<file path="config.mk">
export PLATFORM = sky130hd
export DESIGN_NAME = linkport_seq
export DESIGN_NICKNAME = d
export VERILOG_FILES = /design/src/rtl/lpseq_pkg.sv /design/src/rtl/lpseq_ctrl_reg.sv /design/src/rtl/lpseq_start_timer.sv /design/src/rtl/lpseq_byte_packer.sv /design/src/rtl/linkport_seq.sv
export SDC_FILE = /design/constraint.sdc
export NUM_CORES = 1
export LEC_CHECK = 0
export ABC_AREA = 1
export BUFFER_PORTS_ARGS = -buffer_cell sky130_fd_sc_hd__buf_2
export CAP_MARGIN = 10
export CORE_MARGIN = 3
export CORE_UTILIZATION = 25
export DETAILED_ROUTE_END_ITERATION = 16
export PLACE_DENSITY = 0.56
export REMOVE_ABC_BUFFERS = 1
export SLEW_MARGIN = 20
export SYNTH_ARGS = -nofsm -noshare
export SYNTH_HDL_FRONTEND = slang
export SYNTH_SLANG_ARGS = --single-unit
</file>
<file path="constraint.sdc">
create_clock -name clk -period 4.5 [get_ports clk]
set_input_delay 0.45 -clock clk [delete_from_list [all_inputs] [get_ports clk]]
set_output_delay 0.45 -clock clk [all_outputs]
set_load 0.02 [all_outputs]
</file>
<file path="src/rtl/lpseq_pkg.sv">
// Shared types for the link port output sequencer.
// Assumes 32-bit IQ words and at most four slots per quad-word.
package lpseq_pkg;

    localparam int IQ_BITS    = 32;
    localparam int QUAD_BYTES = 16;
    localparam int SLOTS      = 4;

    typedef enum logic [1:0] {
        ITEM_PAD  = 2'd0,
        ITEM_IQ   = 2'd1,
        ITEM_RSSI = 2'd2
    } item_kind_e;

    typedef struct packed {
        item_kind_e kind;
        logic [1:0] sel;
    } item_t;

    // Field order follows the control byte, bit 7 first.
    typedef struct packed {
        logic       en;
        logic [3:0] dly;
        logic       no_rssi;
        logic       pat;
        logic       use_agc;
    } ctrl_t;

    // Returns the word that fills a given slot of a quad-word under a mode.
    function automatic item_t slot_item(input ctrl_t c, input logic [2:0] slot);
        item_t it;
        it.kind = ITEM_PAD;
        it.sel  = 2'd0;
        if (slot < 3'(SLOTS)) begin
            if (!c.use_agc) begin
                it.kind = ITEM_IQ;
                it.sel  = c.pat ? slot[1:0] : {1'b0, slot[0]};
            end else if (c.pat) begin
                // Unit B only, RSSI always carried.
                if (slot == 3'd0) begin
                    it.kind = ITEM_IQ;
                    it.sel  = 2'd1;
                end else if (slot == 3'd1) begin
                    it.kind = ITEM_RSSI;
                    it.sel  = 2'd1;
                end
            end else if (c.no_rssi) begin
                it.kind = ITEM_IQ;
                it.sel  = {1'b0, slot[0]};
            end else begin
                it.kind = slot[0] ? ITEM_RSSI : ITEM_IQ;
                it.sel  = {1'b0, slot[1]};
            end
        end
        return it;
    endfunction

endpackage

</file>
<file path="src/rtl/lpseq_ctrl_reg.sv">
// Control register of the sequencer.
// Assumes a single write strobe carrying the full byte.
module lpseq_ctrl_reg
    import lpseq_pkg::*;
(
    input  logic       clk,
    input  logic       rst_n,
    input  logic       we,
    input  logic [7:0] wdata,
    output ctrl_t      ctrl
);

    // Capture a written byte; reset leaves the port off.
    always_ff @(posedge clk) begin
        if (!rst_n) begin
            ctrl <= '0;
        end else if (we) begin
            ctrl <= ctrl_t'(wdata);
        end
    end

endmodule

</file>
<file path="src/rtl/lpseq_start_timer.sv">
// Start-delay timer. It accepts data-ready only while the port is on and no
// quad-word is in flight. It then waits max(dly, MIN_WAIT) cycles and
// raises go for one cycle.
// Assumes the packer raises busy on the edge at which go is high.
module lpseq_start_timer #(
    parameter int DLY_W    = 4,
    parameter int MIN_WAIT = 6
) (
    input  logic             clk,
    input  logic             rst_n,
    input  logic             en,
    input  logic             rx_rdy,
    input  logic             busy,
    input  logic [DLY_W-1:0] dly,
    output logic             go
);

    localparam int MW_W  = $clog2(MIN_WAIT + 1);
    localparam int CNT_W = (DLY_W > MW_W) ? DLY_W : MW_W;
    localparam int WC_W  = CNT_W + 1;

    logic             waiting;
    logic [CNT_W-1:0] cnt;
    logic [CNT_W-1:0] load_val;
    logic [WC_W-1:0]  wc;

    // Wait length minus one, never below the minimum.
    always_comb begin
        if (CNT_W'(dly) < CNT_W'(MIN_WAIT)) begin
            load_val = CNT_W'(MIN_WAIT - 1);
        end else begin
            load_val = CNT_W'(dly) - CNT_W'(1);
        end
    end

    assign go = waiting && (cnt == '0);

    // Count down from the accepted data-ready to go.
    always_ff @(posedge clk) begin
        if (!rst_n || !en) begin
            waiting <= 1'b0;
            cnt     <= '0;
        end else if (!waiting) begin
            if (rx_rdy && !busy) begin
                waiting <= 1'b1;
                cnt     <= load_val;
            end
        end else if (cnt == '0) begin
            waiting <= 1'b0;
        end else begin
            cnt <= cnt - CNT_W'(1);
        end
    end

    // Independent tally of cycles spent waiting, used by the checker below.
    always_ff @(posedge clk) begin
        if (!rst_n) begin
            wc <= '0;
        end else if (!waiting) begin
            wc <= WC_W'(1);
        end else if (wc != '1) begin
            wc <= wc + WC_W'(1);
        end
    end

    p_min_wait_r9: assert property (@(posedge clk) disable iff (!rst_n)
        go |-> (wc >= WC_W'(MIN_WAIT)));

endmodule

</file>
<file path="src/rtl/lpseq_byte_packer.sv">
// Byte engine. On go it captures the mode and walks the slots of one
// quad-word. It pulls each word through its source's handshake, shifts it
// out most significant byte first, and pads with zero bytes up to 16.
// Assumes go never arrives while busy.
module lpseq_byte_packer
    import lpseq_pkg::*;
#(
    parameter int FLT_CH = 4,
    parameter int AGC_CH = 2,
    parameter int RSSI_W = 12
) (
    input  logic                     clk,
    input  logic                     rst_n,
    input  logic                     en,
    input  logic                     go,
    input  ctrl_t                    ctrl,
    input  logic [FLT_CH-1:0]        flt_valid,
    input  logic [FLT_CH*32-1:0]     flt_data,
    output logic [FLT_CH-1:0]        flt_ready,
    input  logic [AGC_CH-1:0]        agc_iq_valid,
    input  logic [AGC_CH*32-1:0]     agc_iq_data,
    output logic [AGC_CH-1:0]        agc_iq_ready,
    input  logic [AGC_CH-1:0]        agc_rssi_valid,
    input  logic [AGC_CH*RSSI_W-1:0] agc_rssi_data,
    output logic [AGC_CH-1:0]        agc_rssi_ready,
    output logic                     busy,
    output logic                     lp_valid,
    output logic [7:0]               lp_data
);

    localparam int RSSI_PAD = 16 - RSSI_W;
    localparam int BC_W     = $clog2(QUAD_BYTES);

    ctrl_t                    mode;
    logic [BC_W-1:0]          byte_cnt;
    logic [2:0]               slot;
    logic [1:0]               rem;
    logic [IQ_BITS-9:0]       hold;
    item_t                    item;
    logic                     src_valid;
    logic [IQ_BITS-1:0]       src_word;
    logic                     need_fetch;
    logic                     take;
    logic                     emit;

    assign item = slot_item(mode, slot);

    // Select the valid flag and word of the source the current slot names.
    always_comb begin
        src_valid = 1'b0;
        src_word  = '0;
        if (item.kind == ITEM_IQ && !mode.use_agc) begin
            for (int c = 0; c < FLT_CH; c++) begin
                if (int'(item.sel) == c) begin
                    src_valid = flt_valid[c];
                    src_word  = flt_data[c*32 +: 32];
                end
            end
        end else if (item.kind == ITEM_IQ) begin
            for (int a = 0; a < AGC_CH; a++) begin
                if (int'(item.sel) == a) begin
                    src_valid = agc_iq_valid[a];
                    src_word  = agc_iq_data[a*32 +: 32];
                end
            end
        end else if (item.kind == ITEM_RSSI) begin
            for (int a = 0; a < AGC_CH; a++) begin
                if (int'(item.sel) == a) begin
                    src_valid = agc_rssi_valid[a];
                    src_word  = {agc_rssi_data[a*RSSI_W +: RSSI_W], {RSSI_PAD{1'b0}}, 16'h0000};
                end
            end
        end
    end

    assign need_fetch = busy && en && (rem == 2'd0) && (item.kind != ITEM_PAD);
    assign take       = need_fetch && src_valid;
    assign emit       = busy && en && ((rem != 2'd0) || (item.kind == ITEM_PAD) || take);

    // One ready line per source, raised only in the cycle its word is taken.
    generate
        for (genvar c = 0; c < FLT_CH; c++) begin : g_flt_rdy
            assign flt_ready[c] = take && !mode.use_agc && (int'(item.sel) == c);
        end
        for (genvar a = 0; a < AGC_CH; a++) begin : g_agc_rdy
            assign agc_iq_ready[a]   = take && mode.use_agc && (item.kind == ITEM_IQ)
                                       && (int'(item.sel) == a);
            assign agc_rssi_ready[a] = take && (item.kind == ITEM_RSSI) && (int'(item.sel) == a);
        end
    endgenerate

    // Quad-word walk: start on go, shift bytes out, finish after 16.
    always_ff @(posedge clk) begin
        if (!rst_n) begin
            mode     <= '0;
            busy     <= 1'b0;
            byte_cnt <= '0;
            slot     <= '0;
            rem      <= '0;
            hold     <= '0;
            lp_valid <= 1'b0;
            lp_data  <= '0;
        end else if (!en) begin
            busy     <= 1'b0;
            rem      <= '0;
            lp_valid <= 1'b0;
        end else if (go) begin
            mode     <= ctrl;
            busy     <= 1'b1;
            byte_cnt <= '0;
            slot     <= '0;
            rem      <= '0;
            lp_valid <= 1'b0;
        end else begin
            lp_valid <= emit;
            if (emit) begin
                byte_cnt <= byte_cnt + BC_W'(1);
                if (byte_cnt == BC_W'(QUAD_BYTES - 1)) begin
                    busy <= 1'b0;
                end
                if (rem != 2'd0) begin
                    lp_data <= hold[IQ_BITS-9 -: 8];
                    hold    <= hold << 8;
                    rem     <= rem - 2'd1;
                end else if (take) begin
                    lp_data <= src_word[IQ_BITS-1 -: 8];
                    hold    <= src_word[IQ_BITS-9:0];
                    rem     <= (item.kind == ITEM_IQ) ? 2'd3 : 2'd1;
                    slot    <= slot + 3'd1;
                end else begin
                    lp_data <= 8'h00;
                end
            end
        end
    end

    p_stall_holds_r10: assert property (@(posedge clk) disable iff (!rst_n)
        (need_fetch && !src_valid && !go) |=> !lp_valid);

    p_quad_ends_r11: assert property (@(posedge clk) disable iff (!rst_n)
        (lp_valid && $past(busy) && !busy) |=> !lp_valid);

endmodule

</file>
<file path="src/rtl/linkport_seq.sv">
// Top of the link port output sequencer. It joins the control register, the
// start-delay timer and the byte packer.
// Assumes all sources and the receiver share this clock.
module linkport_seq
    import lpseq_pkg::*;
#(
    parameter int FLT_CH   = 4,
    parameter int AGC_CH   = 2,
    parameter int RSSI_W   = 12,
    parameter int MIN_WAIT = 6
) (
    input  logic                     clk,
    input  logic                     rst_n,
    input  logic                     cfg_we,
    input  logic [7:0]               cfg_wdata,
    input  logic                     rx_rdy,
    input  logic [FLT_CH-1:0]        flt_valid,
    input  logic [FLT_CH*32-1:0]     flt_data,
    output logic [FLT_CH-1:0]        flt_ready,
    input  logic [AGC_CH-1:0]        agc_iq_valid,
    input  logic [AGC_CH*32-1:0]     agc_iq_data,
    output logic [AGC_CH-1:0]        agc_iq_ready,
    input  logic [AGC_CH-1:0]        agc_rssi_valid,
    input  logic [AGC_CH*RSSI_W-1:0] agc_rssi_data,
    output logic [AGC_CH-1:0]        agc_rssi_ready,
    output logic                     lp_valid,
    output logic [7:0]               lp_data
);

    ctrl_t ctrl;
    logic  go;
    logic  busy;

    lpseq_ctrl_reg u_ctrl (
        .clk   (clk),
        .rst_n (rst_n),
        .we    (cfg_we),
        .wdata (cfg_wdata),
        .ctrl  (ctrl)
    );

    lpseq_start_timer #(
        .DLY_W    (4),
        .MIN_WAIT (MIN_WAIT)
    ) u_timer (
        .clk    (clk),
        .rst_n  (rst_n),
        .en     (ctrl.en),
        .rx_rdy (rx_rdy),
        .busy   (busy),
        .dly    (ctrl.dly),
        .go     (go)
    );

    lpseq_byte_packer #(
        .FLT_CH (FLT_CH),
        .AGC_CH (AGC_CH),
        .RSSI_W (RSSI_W)
    ) u_pack (
        .clk            (clk),
        .rst_n          (rst_n),
        .en             (ctrl.en),
        .go             (go),
        .ctrl           (ctrl),
        .flt_valid      (flt_valid),
        .flt_data       (flt_data),
        .flt_ready      (flt_ready),
        .agc_iq_valid   (agc_iq_valid),
        .agc_iq_data    (agc_iq_data),
        .agc_iq_ready   (agc_iq_ready),
        .agc_rssi_valid (agc_rssi_valid),
        .agc_rssi_data  (agc_rssi_data),
        .agc_rssi_ready (agc_rssi_ready),
        .busy           (busy),
        .lp_valid       (lp_valid),
        .lp_data        (lp_data)
    );

    p_quiet_off_r2: assert property (@(posedge clk) disable iff (!rst_n)
        !ctrl.en |=> !lp_valid);

    p_one_take_r12: assert property (@(posedge clk) disable iff (!rst_n)
        $onehot0({flt_ready, agc_iq_ready, agc_rssi_ready}));

    p_take_needs_valid_r12: assert property (@(posedge clk) disable iff (!rst_n)
        ((flt_ready & ~flt_valid) == '0) && ((agc_iq_ready & ~agc_iq_valid) == '0)
        && ((agc_rssi_ready & ~agc_rssi_valid) == '0));

endmodule

</file>
; Word-level counts from Yosys, hierarchy flattened
; Index checks and enable logic that the tools add are counted.
[totals]
register_bits = 59
latch_bits = 0
ram_bits = 0
rom_bits = 0
input_bits = 236
wordCells = 138
mem_count = 0
[classes]
n_addsub = 5
multipliers = 0
n_div = 0
magnitude_cmp = 2
eq_ne = 9
n_shift = 0
n_mux = 53
n_bitwise = 3
reduce_logical = 49
[ops]
columns = op, count
row1 = $mux W32, 11
row2 = $mux W24, 2
row3 = $mux W4, 12
row4 = $logic_and A1 B1 Y1, 20
row5 = $mux W1, 17
row6 = $mux W8, 2
row7 = $reduce_bool A2 Y1, 7
row8 = $mux W3, 4
row9 = $reduce_and A2 Y1, 6
row10 = $mux W2, 5
row11 = $reduce_and A4 Y1, 2
row12 = $sub A4 B1 Y4 const B, 2
row13 = $eq A2 B2 Y1 const B, 3
row14 = $logic_not A2 Y1, 3
row15 = $add A4 B1 Y4 const B, 1
row16 = $eq A2 B1 Y1 const B, 2
row17 = $eq A4 B4 Y1 const B, 1
row18 = $logic_not A1 Y1, 4
row19 = $logic_not A4 Y1, 1
row20 = $lt A4 B3 Y1 const B, 1
row21 = $ne A2 B2 Y1 const B, 2
row22 = $add A3 B1 Y3 const B, 1
row23 = $eq A3 B1 Y1 const B, 1
row24 = $logic_not A3 Y1, 1
row25 = other kinds (6), 10

; Logic depth before layout (Yosys ltp)
[logic_depth]
word_depth = 17
depth_mapped = 21

; By module
; Synthesis repeated with hierarchy kept, for this count alone.
[unflattened]
hier_cells = 891
hier_area_um2 = 4947.2
[modules_own_cells]
columns = mod, instances, cells_each, area_per_inst_um2
row1 = lpseq_byte_packer, 1, 776, 4185.3
row2 = lpseq_start_timer, 1, 64, 405.4
row3 = lpseq_ctrl_reg, 1, 51, 356.6

; Worst setup path after synthesis
; Ideal clock, no wire load.
[synth_timing]
path_kind = register to output
start = register u_pack.slot[0]
end = output flt_ready[0]
arrival_ns = 2.268
required_ns = 4.050
slack_ns = 1.782
stages_incl_launch_ff = 17
n_path_buf = 3
cell_sequence = dfxtp_1 -> buf_2 -> inv_1 -> ha_1 -> nand2_2 -> nand3_1 -> nand3_2 -> nand2_2 -> buf_6 -> nand2_1 -> nand3_1 -> a21oi_2 -> nand2_4 -> inv_1 -> buf_2 -> nand2_1 -> nor2_1
[synth_via]
elab_chain_cells = 15
[synth_rtl]
columns = element, line
row1 = start: declaration, lpseq_byte_packer.sv:36  ; logic [2:0] slot;
row2 = start signal: assignment, lpseq_byte_packer.sv:129  ; slot <= slot + 3'd1;
row3 = $eq A3 B1 Y1, lpseq_pkg.sv:43  ; end else if (slot == 3'd1) begin
row4 = $mux W4, lpseq_pkg.sv:43
row5 = $mux W4, lpseq_pkg.sv:40  ; if (slot == 3'd0) begin
row6 = $mux W4, lpseq_pkg.sv:38  ; end else if (c.pat) begin
row7 = $mux W4, lpseq_pkg.sv:35  ; if (!c.use_agc) begin
row8 = $mux W4 *, lpseq_pkg.sv:34  ; if (slot < 3'(SLOTS)) begin
row9 = $logic_not A2 Y1, n/a
row10 = $mux W1 (on tied branches) (2 in a row), "lpseq_byte_packer.sv:68, lpseq_byte_packer.sv:54"
row11 = $mux W1 (on tied branches), "lpseq_byte_packer.sv:66, lpseq_byte_packer.sv:54"
row12 = $mux W1 (on tied branches), "lpseq_byte_packer.sv:59, lpseq_byte_packer.sv:54"
row13 = $mux W1, lpseq_byte_packer.sv:52  ; if (item.kind == ITEM_IQ && !mode.use_agc) begin
row14 = $logic_and A1 B1 Y1, lpseq_byte_packer.sv:77  ; assign take = need_fetch && src_valid;
row15 = $logic_and A1 B1 Y1, lpseq_byte_packer.sv:83  ; assign flt_ready[c] = take && !mode.use_agc && (int'(item.sel) == c);
row16 = $logic_and A1 B1 Y1 *, lpseq_byte_packer.sv:83
row17 = end: declaration, linkport_seq.sv:19  ; output logic [FLT_CH-1:0] flt_ready,
; Mark *: on every way between the ends. The rest lies on a longest branch, timed or not.

; Worst setup path after layout
[layout_timing]
start = register u_pack.slot[0]
end = output flt_ready[3]
[layout_via]
elab_chain_cells = 15
[layout_rtl]
columns = element, line
row1 = $eq A3 B1 Y1, lpseq_pkg.sv:43
row2 = $mux W4, lpseq_pkg.sv:43
row3 = $mux W4, lpseq_pkg.sv:40
row4 = $mux W4, lpseq_pkg.sv:38
row5 = $mux W4, lpseq_pkg.sv:35
row6 = $mux W4 *, lpseq_pkg.sv:34
row7 = $logic_not A2 Y1, "lpseq_byte_packer.sv:54, lpseq_byte_packer.sv:61, lpseq_byte_packer.sv:68"
row8 = $mux W1 (on tied branches) (2 in a row), "lpseq_byte_packer.sv:68, lpseq_byte_packer.sv:54"
row9 = $mux W1 (on tied branches), "lpseq_byte_packer.sv:66, lpseq_byte_packer.sv:54"
row10 = $mux W1 (on tied branches), "lpseq_byte_packer.sv:59, lpseq_byte_packer.sv:54"
row11 = $mux W1, lpseq_byte_packer.sv:52
row12 = $logic_and A1 B1 Y1, lpseq_byte_packer.sv:77
row13 = $logic_and A1 B1 Y1, lpseq_byte_packer.sv:83
row14 = $logic_and A1 B1 Y1 *, lpseq_byte_packer.sv:83
; Marks and branches as above.

==> summary.md <==
| Metric | Value |
|---|---|
| Port bufs | `252` |
| Synth unique cells | `37` |
| Final period utilization | `0.844` |
| Worst path required time | `4.05 ns` |
| Number of synthesized register bits | `59` |
| CTS Hold Buffers Added | `0` |
| RSZ-0062 raised after global routing | `false` |
| Status | `completed` |
| Syn Inst Count | `923` |
| Avg Synthesized Cell Area | `5.50 um^2` |
| Slew margin rel. | `0.457` |
| Worst-Skew Late Latency | `0.32 ns` |
| Gate power share | `0.152` |
| Warning count from the yosys run | `0` |
| Fin crit period | `3.80 ns` |
| CP max stage delay | `0.48 ns` |
| GRT overflow | `0` |
| Switching part of the total | `0.239` |
| Internal power | `1.10 mW` |
| DR iter-0 viols | `384` |
| Max frequency | `0.263 GHz` |
| Residual DRC count | `0` |
| Endpoints failing setup | `0` |
| Total Routing Usage GR | `0.199` |
| Largest net degree at the start of global routing | `44` |
| CP max FO | `19` |
| Worst Reg-to-Reg Cells | `14` |
| Die width | `149 um` |
| Core region area | `19700 um^2` |
| Leakage power | `3.64 nW` |
| Gpl congestion | `0.866` |
| Worst-path cell chain | `inv_1, ha_1, nand2_2, nand3_1, nand3_2, nand2_2, nand2_1, nand3_1, a21oi_2, nand2_4, inv_1, nand2_1, nor2_1, buf_2` |
| R2R Setup Slk | `0.96 ns` |
| Tot Pwr | `1.44 mW` |
| Slowest cell on crit path | `dfxtp_1` |
| Hold Crit Endpoint | `u_ctrl.ctrl[2]` |
| Nets | `1385` |
| # IOs | `253` |
| Register area share after synthesis | `0.233` |
| Antenna Nets Post-Route | `0` |
| CTS sink count | `59` |
| Vias per inst | `4.68` |
| Initial antenna violation count | `3` |
| Worst Path Class, Setup | `reg -> out` |
| Hold Startpoint | `cfg_wdata[2]` |
| Synth-to-Final Area Change | `33.7%` |
| Slew Limit Fails | `0` |
| Peak supply drop | `190 uV` |
| Clock power frac | `0.477` |
| Worst Skew | `0.00680 ns` |
| H-tree level count | `3` |
| Worst-Margin Slew | `0.812 ns` |
| Post-CTS setup buffer count | `0` |
| Die Y | `149 um` |
| Layout cells sized above 1 | `0.269` |
| Hold Path Depth | `3` |
| Synthesized cell area | `5080 um^2` |
| Via count | `6619` |
| Hpwl dp | `18.0 mm` |
| First-pass GRT wire length | `34.3 mm` |
| Starting density of the core | `0.258` |
| Max Cap Viol | `0` |
| PD cells | `212 nW/um^2` |
| Reg power frac | `0.371` |
| Die area | `22100 um^2` |
| Final Hold Vio Count | `0` |
| Post-CTS Resized | `0` |
| Num rows | `51` |
| Clk root buf | `clkbuf_16` |
| Clock-pin slew on the worst setup and hold paths | `0.05 ns` |
| CTS buffer count | `9` |
| 1st-pass router iterations | `5` |
| Critical path arrival | `3.35 ns` |
| Deepest clock path buffer count | `2` |
| Sw Pwr | `0.344 mW` |
| Critical Path Start Type | `flop` |
| Drt total wl | `23.1 mm` |
| Startpoint of the worst register-to-register path | `u_pack.slot[0]` |
| TritonCTS clock tree | `done` |
| Hold/Removal Path Class | `in -> reg` |
| Setup tns final | `0 ns` |
| Vias in the first global route | `6316` |
| RR Endpoint | `u_pack.hold[4]` |
| Post-DR wirelength/cell | `16.3 um` |
| Endpoint class of the critical path | `output pin` |
==> worst max-delay path by stage <==
stage,slack [ns],start,cells after the start,to
finish,0.70,u_pack.slot[0],14,flt_ready[3]
floorplan,0.90,u_pack.slot[2],11,flt_ready[0]
global route,0.31,u_pack.slot[0],14,flt_ready[3]
CTS,0.69,u_pack.slot[0],14,flt_ready[3]
global placement,1.06,u_pack.slot[0],14,u_pack.hold[15]
detailed placement,0.99,u_pack.slot[0],14,u_pack.lp_data[6]
==> flip-flops by register name, indices dropped and copies added, names as in the netlist <==
name	cells
u_pack.hold	24
u_ctrl.ctrl	8
u_pack.lp_data	8
u_pack.byte_cnt	4
u_timer.cnt	4
u_pack.mode	3
u_pack.slot	3
u_pack.rem	2
u_pack.busy	1
u_pack.lp_valid	1
u_timer.waiting	1
==> per-stage QoR <==
step	utilization	cell area [um^2]	cells	hold slack, ns	worst slack (ns)
after floorplan	-	4820	869	0.441	0.902
after detailed placement	0.329	6490	1396	0.460	0.992
after CTS	0.344	6790	1411	0.337	0.694
after global routing	0.344	6790	1413	0.344	0.308
after global placement	0.329	6490	1396	0.453	1.06
final	0.344	6790	1413	0.347	0.702
==> synthesized netlist by cell type (all sizes together) <==
master   instances  share of area
a21oi           65          0.066
a22o             2         0.0034
a22oi            7          0.010
a31oi            1         0.0012
buf             27          0.032
clkbuf          27          0.020
clkinv           1        0.00074
dfxtp           59           0.23
ha               7          0.017
inv             88          0.065
nand2          375           0.28
nand3           57          0.061
nand3b           1         0.0015
nand4           40          0.049
nor2            89          0.068
nor3             4         0.0039
o211ai           7          0.010
o21ai           44          0.043
o221ai           1         0.0017
o22ai            3         0.0037
o2bb2ai          1         0.0017
o311ai           1         0.0017
o31ai            1         0.0015
or2             11          0.014
xor2             4         0.0069
==> cell type report <==
cell class,instances,area [um^2]
Inverter,89,334
Clock inverter,2,35.0
Fill cell,2239,12900
Sequential cell,59,1180
Antenna cell,2,5.00
Clock buffer,13,260
Tap cell,265,332
Multi-Input combinational cell,721,3310
Timing Repair Buffer,262,1340
==> placed cells by master (no fill, tap or decap), types with 11 or more instances in the layout <==
cell type and count:
or2_2 11, buf_2 252, nand2_1 367, o21ai_0 41
dfxtp_1 59, inv_1 83, a21oi_1 63, nand4_1 40
nand3_1 54, nor2_1 85
==> critical path, delay by kind of cell, from the launching register on <==
family,cells,cell delay (ns)
adders and majority gates,1,0.22
AOI/OAI and AO/OA,1,0.18
buffers and inverters,3,0.58
DFF,1,0.48
and+or+nand+nor,9,1.55
==> power by group through the flow <==
stage               Sequential, mW  Clock, mW  Combinational [mW]
global placement             0.546          0               0.220
detailed placement           0.546          0               0.218
CTS                          0.535      0.704               0.220
global route                 0.536      0.726               0.248
finish                       0.535      0.688               0.219
floorplan                    0.544          0              0.0835
==> logic make-up after synthesis <==
| group | Yosys count | synth area share |
|---|---|---|
| AOI/OAI and AO/OA | 133 | 0.145 |
| xor gates and xnor gates | 4 | 0.00690 |
| adders and majority gates | 7 | 0.0172 |
| buffers and inverters | 143 | 0.118 |
| DFF | 59 | 0.233 |
| and+or+nand+nor | 577 | 0.481 |
==> layer usage <==
metal | GRT usage | vias to the layer above | part of all wire
li1 | - | 3399 | -
met1 | 0.242 | 2903 | 0.41
met2 | 0.352 | 280 | 0.48
met3 | 0.0436 | 35 | 0.081
met4 | 0.0605 | 2 | 0.026
met5 | 0 | - | 0.00069
Note: power is estimated with default switching activity, not from simulation.
